$ cat src/rtl/uctl_pkg.sv
package uctl_pkg;

    localparam int UA_W = 8;
    localparam int NSRC = 6;

    typedef enum logic [2:0] {
        SRC_NONE = 3'd0,
        SRC_PC   = 3'd1,
        SRC_MDR  = 3'd2,
        SRC_Z    = 3'd3,
        SRC_R1   = 3'd4,
        SRC_R3   = 3'd5
    } src_e;

    typedef enum logic [1:0] {
        ALU_IDLE = 2'd0,
        ALU_ADD4 = 2'd1,
        ALU_ADDY = 2'd2
    } alu_e;

    typedef enum logic [1:0] {
        NX_INC  = 2'd0,
        NX_MAP  = 2'd1,
        NX_COND = 2'd2,
        NX_JUMP = 2'd3
    } nxt_e;

    typedef struct packed {
        src_e src;
        logic pc_in;
        logic mar_in;
        logic ir_in;
        logic y_in;
        logic z_in;
        logic r1_in;
        alu_e alu;
        logic rd;
    } dp_t;

    typedef struct packed {
        nxt_e            nxt;
        logic [1:0]      csel;
        logic [UA_W-1:0] tgt;
        logic            wmfc;
        logic            fin;
    } seq_t;

    typedef struct packed {
        dp_t  dp;
        seq_t sq;
    } uinstr_t;

    typedef struct packed {
        logic pc_in;
        logic pc_out;
        logic mar_in;
        logic rd;
        logic mdr_out;
        logic ir_in;
        logic y_in;
        logic sel_y;
        logic alu_add;
        logic z_in;
        logic z_out;
        logic r1_out;
        logic r1_in;
        logic r3_out;
        logic wait_mem;
        logic fin;
    } ctl_t;

    localparam logic [UA_W-1:0] A_FETCH  = 8'h00;
    localparam logic [UA_W-1:0] A_DISP   = 8'h03;
    localparam logic [UA_W-1:0] A_ADDIND = 8'h10;
    localparam logic [UA_W-1:0] A_ADDREG = 8'h20;
    localparam logic [UA_W-1:0] A_BRZ    = 8'h30;
    localparam logic [UA_W-1:0] A_BRX    = 8'h34;
    localparam logic [UA_W-1:0] A_TAKEN  = 8'h38;
    localparam logic [UA_W-1:0] A_JMP    = 8'h40;
    localparam logic [UA_W-1:0] A_JDST   = 8'h48;

    // starting-address generator
    function automatic logic [UA_W-1:0] start_addr(input logic [31:0] op);
        case (op)
            32'd0:   return A_ADDIND;
            32'd1:   return A_ADDREG;
            32'd2:   return A_BRZ;
            32'd3:   return A_JMP;
            32'd4:   return A_BRX;
            default: return A_FETCH;
        endcase
    endfunction

endpackage

$ cat src/rtl/uctl_store.sv
module uctl_store
    import uctl_pkg::*;
(
    input  logic [UA_W-1:0] addr,
    output uinstr_t         word
);

    always_comb begin
        word = '0;
        case (addr)
            // fetch routine
            8'h00: begin
                word.dp.src = SRC_PC; word.dp.mar_in = 1'b1; word.dp.rd = 1'b1;
                word.dp.alu = ALU_ADD4; word.dp.z_in = 1'b1;
            end
            8'h01: begin
                word.dp.src = SRC_Z; word.dp.pc_in = 1'b1; word.dp.y_in = 1'b1;
                word.sq.wmfc = 1'b1;
            end
            8'h02: begin
                word.dp.src = SRC_MDR; word.dp.ir_in = 1'b1;
            end
            8'h03: word.sq.nxt = NX_MAP;
            // R1 <- R1 + mem
            8'h10: begin
                word.dp.src = SRC_R3; word.dp.mar_in = 1'b1; word.dp.rd = 1'b1;
            end
            8'h11: begin
                word.dp.src = SRC_R1; word.dp.y_in = 1'b1; word.sq.wmfc = 1'b1;
            end
            8'h12: begin
                word.dp.src = SRC_MDR; word.dp.alu = ALU_ADDY; word.dp.z_in = 1'b1;
            end
            8'h13: begin
                word.dp.src = SRC_Z; word.dp.r1_in = 1'b1; word.sq.fin = 1'b1;
            end
            // R1 <- R1 + R3
            8'h20: begin
                word.dp.src = SRC_R3; word.dp.y_in = 1'b1;
            end
            8'h21: begin
                word.dp.src = SRC_R1; word.dp.alu = ALU_ADDY; word.dp.z_in = 1'b1;
            end
            8'h22: begin
                word.dp.src = SRC_Z; word.dp.r1_in = 1'b1; word.sq.fin = 1'b1;
            end
            // conditional tests
            8'h30: begin
                word.sq.nxt = NX_COND; word.sq.csel = 2'd0; word.sq.tgt = A_TAKEN;
            end
            8'h31: begin
                word.dp.src = SRC_R1; word.sq.fin = 1'b1;
            end
            8'h34: begin
                word.sq.nxt = NX_COND; word.sq.csel = 2'd3; word.sq.tgt = A_TAKEN;
            end
            8'h35: begin
                word.dp.src = SRC_R3; word.sq.fin = 1'b1;
            end
            8'h38: begin
                word.dp.src = SRC_Z; word.dp.pc_in = 1'b1; word.sq.fin = 1'b1;
            end
            // unconditional jump
            8'h40: begin
                word.dp.src = SRC_R3; word.sq.nxt = NX_JUMP; word.sq.tgt = A_JDST;
            end
            8'h41: begin
                word.dp.src = SRC_R1; word.sq.fin = 1'b1;
            end
            8'h48: begin
                word.dp.src = SRC_Z; word.sq.fin = 1'b1;
            end
            default: word = '0;
        endcase
    end

endmodule

$ cat src/rtl/uctl_decode.sv
module uctl_decode
    import uctl_pkg::*;
(
    input  dp_t  dp,
    input  logic wmfc,
    input  logic fin,
    output ctl_t ctl
);

    logic [NSRC-2:0] bus_en;

    for (genvar i = 1; i < NSRC; i++) begin : g_bus
        localparam logic [2:0] IDX = 3'(i);
        assign bus_en[i-1] = (dp.src == src_e'(IDX));
    end

    always_comb begin
        ctl          = '0;
        ctl.pc_out   = bus_en[0];
        ctl.mdr_out  = bus_en[1];
        ctl.z_out    = bus_en[2];
        ctl.r1_out   = bus_en[3];
        ctl.r3_out   = bus_en[4];
        ctl.pc_in    = dp.pc_in;
        ctl.mar_in   = dp.mar_in;
        ctl.ir_in    = dp.ir_in;
        ctl.y_in     = dp.y_in;
        ctl.z_in     = dp.z_in;
        ctl.r1_in    = dp.r1_in;
        ctl.rd       = dp.rd;
        ctl.sel_y    = (dp.alu == ALU_ADDY);
        ctl.alu_add  = (dp.alu != ALU_IDLE);
        ctl.wait_mem = wmfc;
        ctl.fin      = fin;
    end

endmodule

$ cat src/rtl/uctl_next.sv
module uctl_next
    import uctl_pkg::*;
#(
    parameter int OPC_W = 4,
    parameter int CC_W  = 4
) (
    input  seq_t             sq,
    input  logic [UA_W-1:0]  upc,
    input  logic [OPC_W-1:0] opcode,
    input  logic [CC_W-1:0]  cond_in,
    input  logic             mem_done,
    output logic             hold,
    output logic [UA_W-1:0]  nxt_addr
);

    logic [UA_W-1:0] seq_addr;

    assign seq_addr = upc + UA_W'(1);
    assign hold     = sq.wmfc & ~mem_done;

    always_comb begin
        if (sq.fin) begin
            nxt_addr = A_FETCH;
        end else begin
            unique case (sq.nxt)
                NX_INC:  nxt_addr = seq_addr;
                NX_MAP:  nxt_addr = start_addr(32'(opcode));
                NX_COND: nxt_addr = cond_in[sq.csel] ? sq.tgt : seq_addr;
                NX_JUMP: nxt_addr = sq.tgt;
            endcase
        end
    end

endmodule

$ cat src/rtl/micro_ctrl.sv
module micro_ctrl
    import uctl_pkg::*;
#(
    parameter int OPC_W = 4,
    parameter int CC_W  = 4
) (
    input  logic             clk,
    input  logic             rst_n,
    input  logic [OPC_W-1:0] opcode,
    input  logic [CC_W-1:0]  cond_in,
    input  logic             mem_done,
    output logic [UA_W-1:0]  upc,
    output logic             pc_in,
    output logic             pc_out,
    output logic             mar_in,
    output logic             mem_rd,
    output logic             mdr_out,
    output logic             ir_in,
    output logic             y_in,
    output logic             sel_y,
    output logic             alu_add,
    output logic             z_in,
    output logic             z_out,
    output logic             r1_out,
    output logic             r1_in,
    output logic             r3_out,
    output logic             wait_mem,
    output logic             end_step
);

    typedef enum logic [1:0] {
        ST_BOOT  = 2'd0,
        ST_RUN   = 2'd1,
        ST_STALL = 2'd2
    } state_e;

    state_e          state_q, state_n;
    logic [UA_W-1:0] upc_q, addr_n, nxt_addr;
    logic            hold;
    seq_t            sq_q;
    ctl_t            ctl_q, ctl_n;
    uinstr_t         rom_w;

    uctl_next #(.OPC_W(OPC_W), .CC_W(CC_W)) u_next (
        .sq       (sq_q),
        .upc      (upc_q),
        .opcode   (opcode),
        .cond_in  (cond_in),
        .mem_done (mem_done),
        .hold     (hold),
        .nxt_addr (nxt_addr)
    );

    uctl_store u_store (
        .addr (addr_n),
        .word (rom_w)
    );

    uctl_decode u_dec (
        .dp   (rom_w.dp),
        .wmfc (rom_w.sq.wmfc),
        .fin  (rom_w.sq.fin),
        .ctl  (ctl_n)
    );

    // transitions
    always_comb begin
        unique case (state_q)
            ST_BOOT: begin
                state_n = ST_RUN;
                addr_n  = A_FETCH;
            end
            ST_RUN, ST_STALL: begin
                state_n = hold ? ST_STALL : ST_RUN;
                addr_n  = hold ? upc_q : nxt_addr;
            end
            default: begin
                state_n = ST_BOOT;
                addr_n  = A_FETCH;
            end
        endcase
    end

    // state register
    always_ff @(posedge clk) begin
        if (!rst_n) begin
            state_q <= ST_BOOT;
            upc_q   <= '0;
        end else begin
            state_q <= state_n;
            upc_q   <= addr_n;
        end
    end

    // registered control word
    always_ff @(posedge clk) begin
        if (!rst_n) begin
            sq_q  <= '0;
            ctl_q <= '0;
        end else begin
            sq_q  <= rom_w.sq;
            ctl_q <= ctl_n;
        end
    end

    assign upc      = upc_q;
    assign pc_in    = ctl_q.pc_in;
    assign pc_out   = ctl_q.pc_out;
    assign mar_in   = ctl_q.mar_in;
    assign mem_rd   = ctl_q.rd;
    assign mdr_out  = ctl_q.mdr_out;
    assign ir_in    = ctl_q.ir_in;
    assign y_in     = ctl_q.y_in;
    assign sel_y    = ctl_q.sel_y;
    assign alu_add  = ctl_q.alu_add;
    assign z_in     = ctl_q.z_in;
    assign z_out    = ctl_q.z_out;
    assign r1_out   = ctl_q.r1_out;
    assign r1_in    = ctl_q.r1_in;
    assign r3_out   = ctl_q.r3_out;
    assign wait_mem = ctl_q.wait_mem;
    assign end_step = ctl_q.fin;

endmodule

$ cat config.mk
export PLATFORM = sky130hd
export DESIGN_NAME = micro_ctrl
export DESIGN_NICKNAME = d
export VERILOG_FILES = /design/src/rtl/uctl_pkg.sv /design/src/rtl/uctl_store.sv /design/src/rtl/uctl_decode.sv /design/src/rtl/uctl_next.sv /design/src/rtl/micro_ctrl.sv
export SDC_FILE = /design/constraint.sdc
export NUM_CORES = 1
export LEC_CHECK = 0
export ABC_CLOCK_PERIOD_IN_PS = 3700
export BUFFER_PORTS_ARGS = -buffer_cell sky130_fd_sc_hd__buf_4
export CAP_MARGIN = 20
export CELL_PAD_IN_SITES_DETAIL_PLACEMENT = 0
export CELL_PAD_IN_SITES_GLOBAL_PLACEMENT = 1
export CORE_ASPECT_RATIO = 1.25
export CORE_MARGIN = 10
export CORE_UTILIZATION = 30
export DETAILED_ROUTE_END_ITERATION = 10
export PLACE_DENSITY_LB_ADDON = 0.1
export SYNTH_ARGS = -nofsm -noshare
export SYNTH_HDL_FRONTEND = slang
export SYNTH_SLANG_ARGS = --single-unit
$ cat constraint.sdc
create_clock -name clk -period 3.7 [get_ports clk]
set_input_delay 0.74 -clock clk [delete_from_list [all_inputs] [get_ports clk]]
set_output_delay 0.74 -clock clk [all_outputs]
set_load 0.005 [all_outputs]
==> flow_summary.toml, run 1 <==
[placement]
dp.cells = 289
place_area_mm2 = 0.00207
io_buffers = 32
globalplace.congestion = 0.821
place_ws_ns = 0.482
place_hpwl_mm = 4.12

[synthesis]
yosysWarnings = 0
synth_top_area_cell = "dfxtp_1"
ys.flop_type = "dfxtp_1"
yosysUniqueCellTypes = 74
avgSynthCellArea_um2 = 9.09
yosysMostFrequentCell = "dfxtp_1"
ys_seq_area_share_pct = 33.5
synth_top_area_share_pct = 33.5
synth-edff-count = 0
syn_area_mm2 = 0.00179
async_flop_share_pct = 0
synthTopCellsByCount = "30 x dfxtp_1, 20 x nor2_1, 13 x nand3_1, 11 x nand2_1, 10 x nor3_1"
synthCells = 197
syn_nets = 211
synth_seq_cells = 30
synth.area.top_cells = "dfxtp_1 34%, nor2_1 4.2%, nand3_1 3.6%"

[sta]
finalCriticalPeriod_ns = 3.04
whs_ns = 0.571
rsz0062_at_grt = "false"
min_period_over_period_pct = 82.2
relSlewSlack_pct = 53.2
finalSetupViolations = 0
fmax_ghz = 0.329
fin_tns_setup_ns = 0
finClkSkew_ns = 0.0101
worst_pin_slew_ns = 0.701
hold_viol = 0
timing.final.ws_setup_ns = 0.657
slew_viol_final = 0

[clock_network]
cts_tree = "yes"
cts_buffer_depth = 2
cts-resized-gates = 0
clkLatencyLatePin_ns = 0.28
post-cts-setup-buffers = 0
cts_hold_buf = 0
path_clk_slew_ns = 0.06
numCtsBuffers = 5
cts_root_buf = "clkbuf_8"
htree_levels = 2
cts.sinks = 30

[floorplanning]
die-area_mm2 = 0.00948
initial_core_util_pct = 31.0
fp-row-count = 31
dieWidth_um = 89.1
core_mm2 = 0.00578
die_h_um = 106
io_pins = 35

[routing]
top_layer = "met4"
vias = 1673
dr.pass1.iters = 4
wl_met2_mm = 2.71
drt_iter0_drc = 72
avgRoutedWirePerCell_um = 17.9
remaining_drc_errors = 0
drt-met1-wl_mm = 2.20
wl_mm = 5.31
via_per_inst = 5.63
wl_met3_um = 329
postRouteAntennaNets = 0

[job]
drv_cap = 0

[critical_path]
crit_path_max_fanout = 9
critPathKind = "register to register"
crit_arrival_ns = 3.24
end_kind = "register"
start_kind = "register"
required_ns = 3.90

[global_routing]
grt_pass1_vias = 1718
antenna_found_initial = 0
grt_usage_pct = 11.2
grt_max_degree = 21
grt_pass1_wl_mm = 8.54
grt_overflow = 0

[pwr]
leakage_nw = 0.838
power_uw = 739
p_per_area_mw_per_mm2 = 341
ir_drop_mv = 0.193

[layout]
fin_nets = 244
antenna_cells = 0
final-instance-count-excl-fill = 297
drive_gt1_share_pct = 27.7
fin_area_mm2 = 0.00216
syn_to_final_growth_pct = 20.9
final_util_pct = 37.5
fillers = 598

[status]
status = "completed"

[min_path]
hold_path.class = "register to register"
[flip-flops by register name, summed over array words and instances, names as in the netlist]
signal and cells:
pc_out 1, z_in 1, sel_y 1, wait_mem 1, r1_in 1, y_in 1
pc_in 1, state_q 2, ir_in 1, r3_out 1, end_step 1, mem_rd 1
sq_q 5, mdr_out 1, upc 8, z_out 1, alu_add 1, r1_out 1
[path summary, 6_finish.rpt]
kind                            startpoint         end  cells past startpoint  slack [ns]
worst max register to register  state_q[0]      r3_out                      8        0.66
worst min register to register  state_q[1]  state_q[0]                      2        0.57
worst max-delay path            state_q[0]      r3_out                      8        0.66
worst min-delay path            state_q[1]  state_q[0]                      2        0.57
[placed cells by master, fill, tap and decap left out, types with 3 or more instances in the layout]
master     netlist  layout
nand3_1         13      13
nand4_1          5       5
a21oi_1          6       6
nor3_1          10      10
nor2_1          20      20
a31oi_1          4       4
clkbuf_8         0       6
dfxtp_1         30      30
nand2_1         11      11
nand2b_1         3       3
buf_4            2      34
ha_1             3       3
o21ai_0          3       3
o2111ai_1        3       3
xor2_1           3       3
inv_1            5       5
nor4_1           4       4
[final cells by class]
cell class	instances	area, um^2	share of cell area (%)
clock buffers	7	86.3	3.99
well taps	66	82.6	3.82
repair buffers	34	255	11.8
flip-flops and latches	30	601	27.7
inverters	5	18.8	0.867
clock inverters	1	5.00	0.231
multi-input cells	154	1120	51.6
[kinds of logic (layout without fill, tap and decap cells)]
logic type,after synthesis,count (layout),synth area share (%)
AOI/OAI and AO/OA,50,50,24.7
xor gates and xnor gates,3,3,1.47
adders and majority gates,4,4,2.66
buffers and inverters,13,47,4.12
DFF,30,30,33.5
muxes,4,4,2.59
and+or+nand+nor,93,93,31.0
[worst max-delay path, stage by stage, from the launching register on]
cell       delay [ns]
dfxtp_1          0.34
inv_1            0.05
ha_1             0.34
and3b_1          0.29
a221oi_1         0.60
and2_0           0.52
o2111ai_1        0.27
a32oi_4          0.32
nor4b_4          0.23
[per-layer routing]
metal	vias up	GRT usage [%]
met5	-	0
met4	0	3.64
met3	6	3.74
met2	31	20.0
met1	816	12.0
li1	820	-
[power by group]
group	switching, mW	internal [mW]	leakage, nW	total (mW)
Sequential	0.00883	0.337	0.244	0.346
Combinational	0.0703	0.0548	0.546	0.125
Clock	0.118	0.150	0.0482	0.268
Total	0.197	0.541	0.838	0.739
(Power assumes the default switching activity.)
==> run 2: changes to the inputs <==
ABC_AREA = 1   (was not set)
ABC_CLOCK_PERIOD_IN_PS = 2700   (was 3700)
clock period = 2.7 ns   (was 3.7 ns; I/O delays follow)
==> flow_summary.toml, run 2 <==
[global_routing]
antenna_found_initial = 0
grt_pass1_wl_mm = 8.20
grt_max_degree = 25
grt_overflow = 0
grt_usage_pct = 10.4
grt_pass1_vias = 1699

[clock_network]
clkLatencyLatePin_ns = 0.28
path_clk_slew_ns = 0.06
htree_levels = 2
cts-resized-gates = 0
numCtsBuffers = 5
cts_root_buf = "clkbuf_8"
post-cts-setup-buffers = 0
cts.sinks = 30
cts_buffer_depth = 2
cts_tree = "yes"
cts_hold_buf = 0

[critical_path]
crit_start = "state_q[0]"
r2r-end = "r1_out"
crit_arrival_ns = 2.46
crit_path_max_fanout = 6
required_ns = 2.87
critPathMaxStageDelay_ns = 0.34
start_kind = "register"
critPathKind = "register to register"
slowest_stage = "dfxtp_1"
path_buf_inv = 4
path_cells = "inv_1 > ha_1 > nand3_2 > inv_1 > o2bb2ai_1 > nor2_4 > nand2_4 > nor2_4 > nand3_2 > nand2_1 > inv_1 > nand2_2 > inv_2 > nand3_1 > nor2_1"
reg2regPathDepth = 15
timing.rr.start = "state_q[0]"
critPathMostFrequentCell = "inv_1"
end_kind = "register"
cp_top_family = "simple AND/OR/NAND/NOR gates"
r2r_slack_ns = 0.41

[synthesis]
synth_simple_gate_area_share_pct = 47.6
synth.area.top_cells = "dfxtp_1 32%, nand2_1 12%, nor2_1 8.3%"
synth_top_area_share_pct = 32.5
synthAdderAreaFrac_pct = 2.03
yosysUniqueCellTypes = 29
synthCells = 266
synth_top_area_cell = "dfxtp_1"
yosysMostFrequentCell = "nand2_1"
yosysWarnings = 0
synth_seq_cells = 30
syn_nets = 280
synth-edff-count = 0
synth_mux_area_share_pct = 0
ys_seq_area_share_pct = 32.5
async_flop_share_pct = 0
avgSynthCellArea_um2 = 6.95
synth_xor_area_share_pct = 0.474
ys.flop_type = "dfxtp_1"
syn_area_mm2 = 0.00185
synthTopCellsByCount = "57 x nand2_1, 41 x nor2_1, 33 x inv_1, 30 x dfxtp_1, 25 x nand3_1"
synth_compound_area_share_pct = 8.32
synth_top_family_by_area = "simple AND/OR/NAND/NOR gates"

[sta]
relSlewSlack_pct = 48.8
finalCriticalPeriod_ns = 2.29
fin_tns_setup_ns = 0
finalSetupViolations = 0
slew_viol_final = 0
whs_ns = 0.515
finClkSkew_ns = 0.00514
worst_pin_slew_ns = 0.766
hold_viol = 0
fmax_ghz = 0.437
min_period_over_period_pct = 84.7
rsz0062_at_grt = "false"

[status]
status = "completed"

[pwr]
p_per_area_mw_per_mm2 = 427
leakage_nw = 1.05
power_uw = 962
ir_drop_mv = 0.263

[layout]
antenna_cells = 0
syn_to_final_growth_pct = 21.9
fillers = 678
final_common_cell = "nand2_1"
final_cell_mix = "57 x nand2_1, 41 x nor2_1, 33 x inv_1, 33 x buf_4, 30 x dfxtp_1"
fin_nets = 316
drive_gt1_share_pct = 28.8
largest_register_ff_count = 8

[routing]
via_per_inst = 4.40
avgRoutedWirePerCell_um = 12.9
drt_iter0_drc = 32
remaining_drc_errors = 0
vias = 1688
wl_mm = 4.95
postRouteAntennaNets = 0
dr.pass1.iters = 4

[job]
drv_cap = 0

[placement]
place_hpwl_mm = 4.10
io_buffers = 32
globalplace.congestion = 0.789

[floorplanning]
initial_core_util_pct = 31.4
fp-row-count = 31
die_h_um = 108
die-area_mm2 = 0.00972
dieWidth_um = 90.2
core_mm2 = 0.00590
io_pins = 35

[min_path]
worstHoldEndpoint = "upc[6]"
hold_path.class = "input pin to register"
hold_depth = 3
min_from = "rst_n"
==> run 2: worst max path at each step <==
stage,to,depth (start not counted)
global route,r1_out,16
global placement,r1_out,15
floorplan,mdr_out,15
detailed placement,r1_out,15
CTS,r1_out,15
finish,r1_out,15
==> run 2: routing by layer <==
metal | wire [um] | GRT usage (%)
met5 | 0 | 0
met1 | 2090 | 11.0
met2 | 2570 | 19.4
met3 | 193 | 2.51
met4 | 100 | 3.99
==> run 2: worst register-to-register path, cell delays in order, from the launching register on <==
cell,delay [ns]
dfxtp_1,0.34
inv_1,0.05
ha_1,0.34
nand3_2,0.18
inv_1,0.09
o2bb2ai_1,0.15
nor2_4,0.21
nand2_4,0.11
nor2_4,0.17
nand3_2,0.14
nand2_1,0.09
inv_1,0.05
nand2_2,0.09
inv_2,0.04
nand3_1,0.09
nor2_1,0.05
==> run 2: power by group <==
group / internal [mW] / total (mW) / leakage (nW) / switching [mW]
Sequential: 0.463 / 0.472 / 0.244 / 0.00947
Clock: 0.177 / 0.328 / 0.0383 / 0.151
Combinational: 0.0645 / 0.161 / 0.767 / 0.0968
==> run 2: area by class of cell <==
cell class	instances	area, um^2	share of cell area, %
well taps	82	103	4.55
flip-flops and latches	30	601	26.7
inverters	39	146	6.50
repair buffers	33	248	11.0
multi-input cells	193	1080	47.9
clock buffers	7	76.3	3.39
==> run 2: kinds of logic (layout without fill, tap and decap cells) <==
group                      after synthesis  in the layout
xor gates and xnor gates                 1              1
DFF                                     30             30
AOI/OAI and AO/OA                       23             23
buffers and inverters                   43             79
adders and majority gates                3              3
and+or+nand+nor                        166            166
==> run 2: per-stage QoR <==
| stage | instance area, um^2 | setup slack, ns | util (%) | std cells |
|---|---|---|---|---|
| 5_1_grt | 2250 | 0.142 | 38.2 | 384 |
| 2_1_floorplan | 1850 | 0.691 | - | 266 |
| 3_3_place_gp | 2180 | 0.366 | 36.9 | 377 |
| 6_report | 2250 | 0.414 | 38.2 | 384 |
| 4_1_cts | 2250 | 0.373 | 38.2 | 384 |
| 3_5_place_dp | 2180 | 0.383 | 36.9 | 377 |
